File: config.mk
export PLATFORM = sky130hd
export DESIGN_NAME = flash_cui
export DESIGN_NICKNAME = d
export VERILOG_FILES = /design/src/rtl/flash_cui_pkg.sv /design/src/rtl/flash_cui_timer.sv /design/src/rtl/flash_cui_store.sv /design/src/rtl/flash_cui_seq.sv /design/src/rtl/flash_cui.sv
export SDC_FILE = /design/constraint.sdc
export NUM_CORES = 1
export LEC_CHECK = 0
export CAP_MARGIN = 40
export CELL_PAD_IN_SITES_DETAIL_PLACEMENT = 1
export CELL_PAD_IN_SITES_GLOBAL_PLACEMENT = 2
export CORE_MARGIN = 3
export CORE_UTILIZATION = 26
export DETAILED_ROUTE_END_ITERATION = 8
export PLACE_DENSITY = 0.6
export REMOVE_ABC_BUFFERS = 1
export SYNTH_ARGS = -nofsm -noshare
export SYNTH_HDL_FRONTEND = slang
export SYNTH_HIERARCHICAL = 1
export SYNTH_SLANG_ARGS = --single-unit
File: constraint.sdc
create_clock -name clk -period 4.2 [get_ports clk]
set_input_delay 0.63 -clock clk [delete_from_list [all_inputs] [get_ports clk]]
set_output_delay 0.63 -clock clk [all_outputs]
set_load 0.005 [all_outputs]
File: src/rtl/flash_cui_pkg.sv
`timescale 1ns/1ps
package flash_cui_pkg;

  typedef enum logic [1:0] {T_IDLE, T_RUN, T_SUSP} tmr_state_t;
  typedef enum logic [1:0] {PEND_NONE, PEND_PROG, PEND_ERASE, PEND_LOCK} pend_t;
  typedef enum logic [1:0] {WOP_PROG, WOP_LSET, WOP_LCLR} wop_t;

  localparam logic [7:0] CMD_READ_ARRAY  = 8'hFF;
  localparam logic [7:0] CMD_READ_STATUS = 8'h70;
  localparam logic [7:0] CMD_CLEAR       = 8'h50;
  localparam logic [7:0] CMD_PROG_A      = 8'h40;
  localparam logic [7:0] CMD_PROG_B      = 8'h10;
  localparam logic [7:0] CMD_ERASE       = 8'h20;
  localparam logic [7:0] CMD_LOCK        = 8'h60;
  localparam logic [7:0] CMD_LOCK_SET    = 8'h01;
  localparam logic [7:0] CMD_CONFIRM     = 8'hD0;
  localparam logic [7:0] CMD_SUSPEND     = 8'hB0;

  // error vector layout: [3] erase/unlock, [2] program/lock-set, [1] supply, [0] protect
  localparam logic [3:0] ERR_SEQ       = 4'b1100;
  localparam logic [3:0] ERR_W_SUPPLY  = 4'b0110;
  localparam logic [3:0] ERR_E_SUPPLY  = 4'b1010;
  localparam logic [3:0] ERR_W_PROTECT = 4'b0101;
  localparam logic [3:0] ERR_E_PROTECT = 4'b1001;

endpackage

File: src/rtl/flash_cui_timer.sv
`timescale 1ns/1ps
module flash_cui_timer
  import flash_cui_pkg::*;
#(
  parameter int CNT_W = 4
) (
  input  logic             clk,
  input  logic             rst_n,
  input  logic             start,
  input  logic [CNT_W-1:0] load,
  input  logic             suspend,
  input  logic             resume,
  output logic             running,
  output logic             suspended,
  output logic             done
);

  tmr_state_t       state;
  logic [CNT_W-1:0] cnt;

  assign running   = (state == T_RUN);
  assign suspended = (state == T_SUSP);
  assign done      = (state == T_RUN) && (cnt == CNT_W'(1));

  always_ff @(posedge clk) begin
    if (!rst_n) begin
      state <= T_IDLE;
      cnt   <= '0;
    end else begin
      case (state)
        T_IDLE: if (start) begin
          state <= T_RUN;
          cnt   <= load;
        end
        T_RUN: begin
          if (cnt == CNT_W'(1)) begin
            state <= T_IDLE;
            cnt   <= '0;
          end else if (suspend) begin
            state <= T_SUSP;
          end else begin
            cnt <= cnt - CNT_W'(1);
          end
        end
        T_SUSP: if (resume) state <= T_RUN;
        default: state <= T_IDLE;
      endcase
    end
  end

  // a suspended operation keeps its remaining time untouched
  p_hold_in_susp_r5: assert property (@(posedge clk) disable iff (!rst_n)
    (state == T_SUSP && !resume) |=> (state == T_SUSP && $stable(cnt)));

  // completion returns the engine to idle
  p_done_then_idle_r2: assert property (@(posedge clk) disable iff (!rst_n)
    done |=> (state == T_IDLE));

endmodule

File: src/rtl/flash_cui_store.sv
`timescale 1ns/1ps
module flash_cui_store #(
  parameter int ADDR_W = 6,
  parameter int BLK_W  = 4,
  localparam int BIDX_W = ADDR_W - BLK_W,
  localparam int NBLK   = 1 << BIDX_W,
  localparam int DEPTH  = 1 << ADDR_W
) (
  input  logic              clk,
  input  logic              rst_n,
  input  logic              prog_do,
  input  logic [ADDR_W-1:0] prog_addr,
  input  logic [7:0]        prog_data,
  input  logic              erase_do,
  input  logic [BIDX_W-1:0] erase_blk,
  input  logic              lset_do,
  input  logic [BIDX_W-1:0] lset_blk,
  input  logic              lclr_do,
  input  logic [ADDR_W-1:0] rd_addr,
  output logic [7:0]        rd_byte,
  output logic [NBLK-1:0]   locks
);

  logic [7:0] mem [DEPTH];

  always_ff @(posedge clk) begin
    for (int i = 0; i < DEPTH; i++) begin
      if (!rst_n)
        mem[i] <= 8'hFF;
      else if (erase_do && erase_blk == BIDX_W'(i >> BLK_W))
        mem[i] <= 8'hFF;
      else if (prog_do && prog_addr == ADDR_W'(i))
        mem[i] <= mem[i] & prog_data;
    end
  end

  always_ff @(posedge clk) begin
    if (!rst_n)       locks <= '0;
    else if (lclr_do) locks <= '0;
    else if (lset_do) locks[lset_blk] <= 1'b1;
  end

  assign rd_byte = mem[rd_addr];

  // an erased block reads FFh from its first byte on
  p_erase_ff_r3: assert property (@(posedge clk) disable iff (!rst_n)
    erase_do |=> (mem[{$past(erase_blk), {BLK_W{1'b0}}}] == 8'hFF));

  // programming never turns a 0 bit into a 1
  p_prog_clears_r2: assert property (@(posedge clk) disable iff (!rst_n)
    prog_do |=> ((mem[$past(prog_addr)] & ~$past(mem[prog_addr])) == 8'h00));

  // no write reaches a locked block
  p_prog_unlocked_r7: assert property (@(posedge clk) disable iff (!rst_n)
    prog_do |-> !locks[prog_addr[ADDR_W-1:BLK_W]]);
  p_erase_unlocked_r7: assert property (@(posedge clk) disable iff (!rst_n)
    erase_do |-> !locks[erase_blk]);

endmodule

File: src/rtl/flash_cui_seq.sv
`timescale 1ns/1ps
module flash_cui_seq
  import flash_cui_pkg::*;
#(
  parameter int ADDR_W    = 6,
  parameter int BLK_W     = 4,
  parameter int CNT_W     = 4,
  parameter int PROG_CYC  = 4,
  parameter int ERASE_CYC = 10,
  parameter int LOCK_CYC  = 3,
  localparam int BIDX_W = ADDR_W - BLK_W,
  localparam int NBLK   = 1 << BIDX_W
) (
  input  logic              clk,
  input  logic              rst_n,
  input  logic              wr_valid,
  input  logic [ADDR_W-1:0] wr_addr,
  input  logic [7:0]        wr_data,
  input  logic              vpp_low,
  input  logic [NBLK-1:0]   locks,
  input  logic              e_running,
  input  logic              e_susp,
  input  logic              e_done,
  input  logic              w_running,
  input  logic              w_susp,
  input  logic              w_done,
  output logic              e_start,
  output logic              e_suspend,
  output logic              e_resume,
  output logic [CNT_W-1:0]  e_load,
  output logic              w_start,
  output logic              w_suspend,
  output logic              w_resume,
  output logic [CNT_W-1:0]  w_load,
  output logic [7:0]        status,
  output logic              show_status,
  output logic              prog_do,
  output logic [ADDR_W-1:0] prog_addr,
  output logic [7:0]        prog_data,
  output logic              erase_do,
  output logic [BIDX_W-1:0] erase_blk,
  output logic              lset_do,
  output logic [BIDX_W-1:0] lset_blk,
  output logic              lclr_do
);

  pend_t             pend_q, pend_d;
  logic              show_d;
  logic [3:0]        err_q, err_set;
  logic              clr;
  wop_t              w_op_q, w_op_d;
  logic [ADDR_W-1:0] w_addr_q;
  logic [7:0]        w_data_q;
  logic [BIDX_W-1:0] e_blk_q;

  logic              ready, take, first, second, tgt_locked;
  logic [BIDX_W-1:0] wblk;

  assign ready      = !e_running && !w_running;
  assign take       = wr_valid && ready;
  assign first      = take && (pend_q == PEND_NONE);
  assign second     = take && (pend_q != PEND_NONE);
  assign wblk       = wr_addr[ADDR_W-1:BLK_W];
  assign tgt_locked = locks[wblk];

  assign e_suspend  = wr_valid && (wr_data == CMD_SUSPEND) && e_running;
  assign w_suspend  = wr_valid && (wr_data == CMD_SUSPEND) && w_running;

  always_comb begin
    pend_d   = pend_q;
    show_d   = show_status;
    err_set  = '0;
    clr      = 1'b0;
    e_start  = 1'b0;
    w_start  = 1'b0;
    e_resume = 1'b0;
    w_resume = 1'b0;
    w_op_d   = WOP_PROG;
    if (first) begin
      case (wr_data)
        CMD_READ_ARRAY:               show_d = 1'b0;
        CMD_READ_STATUS, CMD_SUSPEND: show_d = 1'b1;
        CMD_CLEAR:                    clr    = 1'b1;
        CMD_CONFIRM: begin
          show_d = 1'b1;
          if (w_susp)      w_resume = 1'b1;
          else if (e_susp) e_resume = 1'b1;
        end
        CMD_PROG_A, CMD_PROG_B: if (!w_susp) begin
          pend_d = PEND_PROG;
          show_d = 1'b1;
        end
        CMD_ERASE: if (!w_susp && !e_susp) begin
          pend_d = PEND_ERASE;
          show_d = 1'b1;
        end
        CMD_LOCK: if (!w_susp && !e_susp) begin
          pend_d = PEND_LOCK;
          show_d = 1'b1;
        end
        default: ;
      endcase
    end else if (second) begin
      pend_d = PEND_NONE;
      case (pend_q)
        PEND_PROG: begin
          if (vpp_low)         err_set = ERR_W_SUPPLY;
          else if (tgt_locked) err_set = ERR_W_PROTECT;
          else                 w_start = 1'b1;
        end
        PEND_ERASE: begin
          if (wr_data != CMD_CONFIRM) err_set = ERR_SEQ;
          else if (vpp_low)           err_set = ERR_E_SUPPLY;
          else if (tgt_locked)        err_set = ERR_E_PROTECT;
          else                        e_start = 1'b1;
        end
        PEND_LOCK: begin
          if (wr_data == CMD_LOCK_SET) begin
            w_op_d = WOP_LSET;
            if (vpp_low) err_set = ERR_W_SUPPLY;
            else         w_start = 1'b1;
          end else if (wr_data == CMD_CONFIRM) begin
            w_op_d = WOP_LCLR;
            if (vpp_low) err_set = ERR_E_SUPPLY;
            else         w_start = 1'b1;
          end else begin
            err_set = ERR_SEQ;
          end
        end
        default: ;
      endcase
    end
  end

  always_ff @(posedge clk) begin
    if (!rst_n) begin
      pend_q      <= PEND_NONE;
      show_status <= 1'b0;
      err_q       <= '0;
      w_op_q      <= WOP_PROG;
      w_addr_q    <= '0;
      w_data_q    <= '0;
      e_blk_q     <= '0;
    end else begin
      pend_q      <= pend_d;
      show_status <= show_d;
      err_q       <= (clr ? 4'b0000 : err_q) | err_set;
      if (w_start) begin
        w_op_q   <= w_op_d;
        w_addr_q <= wr_addr;
        w_data_q <= wr_data;
      end
      if (e_start) e_blk_q <= wblk;
    end
  end

  assign e_load = CNT_W'(ERASE_CYC);
  assign w_load = (w_op_d == WOP_PROG) ? CNT_W'(PROG_CYC) : CNT_W'(LOCK_CYC);

  assign status = {ready, e_susp, err_q[3], err_q[2], err_q[1], w_susp, err_q[0], 1'b0};

  assign prog_do   = w_done && (w_op_q == WOP_PROG);
  assign prog_addr = w_addr_q;
  assign prog_data = w_data_q;
  assign lset_do   = w_done && (w_op_q == WOP_LSET);
  assign lset_blk  = w_addr_q[ADDR_W-1:BLK_W];
  assign lclr_do   = w_done && (w_op_q == WOP_LCLR);
  assign erase_do  = e_done;
  assign erase_blk = e_blk_q;

  // error flags never drop without the clear command
  p_err_sticky_r9: assert property (@(posedge clk) disable iff (!rst_n)
    !clr |=> ((err_q & $past(err_q)) == $past(err_q)));

  // a broken erase sequence raises both error flags
  p_seq_err_pair_r4: assert property (@(posedge clk) disable iff (!rst_n)
    (second && pend_q == PEND_ERASE && wr_data != CMD_CONFIRM) |=> (err_q[3] && err_q[2]));

  // writes while busy leave decode state alone
  p_busy_drops_r11: assert property (@(posedge clk) disable iff (!rst_n)
    (wr_valid && !ready && wr_data != CMD_SUSPEND) |=> ($stable(pend_q) && $stable(err_q)));

endmodule

File: src/rtl/flash_cui.sv
`timescale 1ns/1ps
module flash_cui #(
  parameter int ADDR_W    = 6,
  parameter int BLK_W     = 4,
  parameter int PROG_CYC  = 4,
  parameter int ERASE_CYC = 10,
  parameter int LOCK_CYC  = 3
) (
  input  logic              clk,
  input  logic              rst_n,
  input  logic              wr_valid,
  input  logic [ADDR_W-1:0] wr_addr,
  input  logic [7:0]        wr_data,
  input  logic [ADDR_W-1:0] rd_addr,
  output logic [7:0]        rd_data,
  input  logic              vpp_low
);

  localparam int BIDX_W  = ADDR_W - BLK_W;
  localparam int NBLK    = 1 << BIDX_W;
  localparam int MAX_A   = (PROG_CYC > LOCK_CYC) ? PROG_CYC : LOCK_CYC;
  localparam int MAX_CYC = (MAX_A > ERASE_CYC) ? MAX_A : ERASE_CYC;
  localparam int CNT_W   = $clog2(MAX_CYC + 1);

  logic              e_start, e_suspend, e_resume, e_run, e_susp, e_done;
  logic              w_start, w_suspend, w_resume, w_run, w_susp, w_done;
  logic [CNT_W-1:0]  e_load, w_load;
  logic [7:0]        status, rd_byte;
  logic              show_status;
  logic              prog_do, erase_do, lset_do, lclr_do;
  logic [ADDR_W-1:0] prog_addr;
  logic [7:0]        prog_data;
  logic [BIDX_W-1:0] erase_blk, lset_blk;
  logic [NBLK-1:0]   locks;

  flash_cui_seq #(
    .ADDR_W(ADDR_W), .BLK_W(BLK_W), .CNT_W(CNT_W),
    .PROG_CYC(PROG_CYC), .ERASE_CYC(ERASE_CYC), .LOCK_CYC(LOCK_CYC)
  ) u_seq (
    .clk(clk), .rst_n(rst_n), .wr_valid(wr_valid), .wr_addr(wr_addr), .wr_data(wr_data),
    .vpp_low(vpp_low), .locks(locks),
    .e_running(e_run), .e_susp(e_susp), .e_done(e_done),
    .w_running(w_run), .w_susp(w_susp), .w_done(w_done),
    .e_start(e_start), .e_suspend(e_suspend), .e_resume(e_resume), .e_load(e_load),
    .w_start(w_start), .w_suspend(w_suspend), .w_resume(w_resume), .w_load(w_load),
    .status(status), .show_status(show_status),
    .prog_do(prog_do), .prog_addr(prog_addr), .prog_data(prog_data),
    .erase_do(erase_do), .erase_blk(erase_blk),
    .lset_do(lset_do), .lset_blk(lset_blk), .lclr_do(lclr_do)
  );

  flash_cui_timer #(.CNT_W(CNT_W)) u_erase_tmr (
    .clk(clk), .rst_n(rst_n), .start(e_start), .load(e_load),
    .suspend(e_suspend), .resume(e_resume),
    .running(e_run), .suspended(e_susp), .done(e_done)
  );

  flash_cui_timer #(.CNT_W(CNT_W)) u_write_tmr (
    .clk(clk), .rst_n(rst_n), .start(w_start), .load(w_load),
    .suspend(w_suspend), .resume(w_resume),
    .running(w_run), .suspended(w_susp), .done(w_done)
  );

  flash_cui_store #(.ADDR_W(ADDR_W), .BLK_W(BLK_W)) u_store (
    .clk(clk), .rst_n(rst_n),
    .prog_do(prog_do), .prog_addr(prog_addr), .prog_data(prog_data),
    .erase_do(erase_do), .erase_blk(erase_blk),
    .lset_do(lset_do), .lset_blk(lset_blk), .lclr_do(lclr_do),
    .rd_addr(rd_addr), .rd_byte(rd_byte), .locks(locks)
  );

  assign rd_data = show_status ? status : rd_byte;

  // the two engines never count at the same time
  p_one_engine_r6: assert property (@(posedge clk) disable iff (!rst_n)
    !(e_run && w_run));

endmodule

==> results.toml <==
[status]
outcome = "finished clean"

[sta]
hold_viol = 0
setup_tns_ps = 0
max_freq_ghz = 0.2427
worst_pin_slew_ps = 821.2
setup_viol = 0
min_period_ps = 4120
drv_slew = 0
finClkSkew_ps = 28.23
holdWs_ps = 477.3
rsz0062_at_grt = "false"
slew_headroom_pct = 45.05
fin_crit_sh_pct = 98.09

[power_and_ir_drop]
p_leak_uw = 0.009272
power_density_nw_per_um2 = 385.0
ir_worst_vdd_mv = 0.2347

[floorplanning]
core_area_um2 = 103600
die_area_um2 = 108600
ioPinCount = 32
die_h_um = 329.5
die_w_um = 329.5
rows = 118
start_util_pct = 26.25

[clock_network]
numClockSinks = 553
cts_buffers = 68
cts_tree = "yes"
cts.reportedPaths.clkPinSlew_ps = 60
cts_setup_buffers = 0
clock_latency_ps = 610
clockRootBuffer = "clkbuf_16"
ctsHtreeMaxLevel = 3
clockBufferDepth = 3

[route]
wl_per_cell_um = 23.91
drcViolationCount = 0
viasPerCell = 5.059
wirelength_mm = 82.24
drt_first_pass_iters = 5
vias = 17404
drt.antenna.violating_nets = 0
drtIter0Drc = 1093

[layout]
mostFrequentLayoutCells = "a21o_1 (513), edfxtp_1 (512), nand2_1 (143)"
nNetsFinal = 2032
syn_to_final_growth_pct = 17.95
antennaDiodeCount = 0
final_common_cell = "a21o_1"
drive_gt1_share_pct = 20.68
fin_cells = 3440

[worst_setup_path]
end_kind = "primary output"
r2r_slack_ps = 480
cp_max_fo = 20
cp_data_arrival_time_ps = 3490
required_ps = 3570
critPathKind = "in -> out"
reg2reg_depth = 8
start_kind = "input pin"

[global_routing]
grt_max_degree = 62
grt_pass1_vias = 18544
antenna_found_initial = 0
gr-usage-all-layers_pct = 15.07
grt-ovfl-total = 0
grt_pass1_wl_mm = 123.2

[logic_synthesis]
yosysWarnings = 6
synth.distinct_cells = 81
syn_inst = 1909
synthArstFlopShare_pct = 0
synth-edff-count = 512
avgSynthCellArea_um2 = 14.25
ys_dominant_reg_cell = "edfxtp_1"
ys_seq_elements = 553
ys_seq_area_share_pct = 59.53
netlist_area_um2 = 27210

[run]
drv_cap = 0

[placement]
dp.cells = 3314
gp_congestion = 0.7887
dpl.hpwl_mm = 57.88
io_buffers = 31

[hold_path]
hold_depth = 1
min_path_type = "reg -> reg"
-- logic make-up (layout without fill, tap and decap cells) --
family / Yosys count / count (layout) / share of synthesized area [%]
flip-flops: 553 / 553 / 59.53
AND/OR/NAND/NOR: 311 / 311 / 5.795
buffers and inverters: 163 / 310 / 2.953
AO/OA/AOI/OAI: 691 / 691 / 18.63
XOR/XNOR: 1 / 1 / 0.03220
adder cells (fa/ha/maj): 4 / 4 / 0.1840
other: 2 / 6 / 0.02760
multiplexers: 184 / 184 / 12.85
-- layout make-up --
class / instances / area (um^2)
clock buffer: 91 / 1914
fill: 10963 / 71550
tap: 1380 / 1727
clock inverter: 35 / 321.6
multi-input combinational: 1197 / 10260
inverter: 21 / 78.83
timing repair buffer: 163 / 1567
sequential: 553 / 16230
-- sequential cells by signal, summed over array words and instances (netlist names) --
name               flops
u_store/locks          4
u_seq/w_op_q           2
u_erase_tmr/cnt        4
u_seq/err_q            4
u_seq/prog_data        8
u_write_tmr/cnt        4
u_write_tmr/state      2
u_seq/show_status      1
u_store/mem          512
u_seq/pend_q           2
u_seq/erase_blk        2
u_erase_tmr/state      2
u_seq/prog_addr        6
-- metrics by stage --
| step | setup slack, ps | utilization [%] | area (um^2) | total power [uW] |
|---|---|---|---|---|
| 2_1_floorplan | 954.3 | - | 26500 | 6310 |
| 3_3_place_gp | 93.40 | 28.49 | 29530 | 6618 |
| 3_5_place_dp | 75.92 | 28.79 | 29840 | 6626 |
| 4_1_cts | 75.91 | 30.95 | 32080 | 12570 |
| 5_1_grt | 10.56 | 30.96 | 32090 | 12830 |
| 6_report | 80.24 | 30.96 | 32090 | 12360 |
-- routing by layer --
layer	vias up	share of wire [%]	GRT usage, %
li1	7724	-	-
met5	-	0	0
met4	0	2.0	4.146
met3	84	4.6	2.696
met2	388	48	24.95
met1	9208	46	20.28
-- synthesized netlist by cell type (all sizes together) (6+ instances only) --
| master | number | area share (%) |
|---|---|---|
| a22o | 9 | 0.29 |
| a21o | 513 | 14 |
| mux4 | 128 | 11 |
| o21ai | 59 | 1.1 |
| inv | 21 | 0.29 |
| mux2i | 37 | 1.4 |
| o221ai | 8 | 0.26 |
| nor2 | 48 | 0.68 |
| clkbuf | 80 | 1.1 |
| nor2b | 18 | 0.41 |
| a31oi | 10 | 0.34 |
| o22ai | 18 | 0.41 |
| buf | 62 | 1.6 |
| nand2b | 19 | 0.44 |
| dfxtp | 41 | 3.0 |
| nor3b | 6 | 0.21 |
| nand2 | 153 | 2.2 |
| edfxtp | 512 | 57 |
| nand3 | 11 | 0.22 |
| nor3 | 11 | 0.22 |
| a211oi | 10 | 0.29 |
| a21oi | 26 | 0.53 |
| o32ai | 8 | 0.26 |
| mux2 | 19 | 0.90 |
-- power breakdown --
group	total, uW	internal [uW]	switching (uW)	leakage, uW
Sequential	5990	5990	1.53	0.00380
Combinational	517	184	333	0.00438
Clock	5850	3520	2330	0.00109
-- worst max-delay path, stage by stage --
cell	delay, ps
buf_6	260
buf_4	310
mux4_2	520
mux2i_1	290
o21ai_0	300
a22o_1	380
mux2_4	300
clkdlybuf4s50_1	440
-- final timing paths --
| kind | to | from |
|---|---|---|
| min | u_seq/err_q[0]$_SDFF_PN0_ | u_seq/err_q[0]$_SDFF_PN0_ |
| max | rd_data[7] | rd_addr[0] |
| min reg2reg | u_seq/err_q[0]$_SDFF_PN0_ | u_seq/err_q[0]$_SDFF_PN0_ |
| max reg2reg | u_store/mem[14][2]$_SDFFCE_PN1P_ | u_write_tmr/cnt[0]$_SDFFE_PN0P_ |
-- timing repair --
| item | CTS | global route |
|---|---|---|
| gates resized for setup | 0 | 3 |
| setup endpoints to repair | 0 | 3 |
| hold buffers | 0 | 0 |
Power figures use the tool's default switching activity.
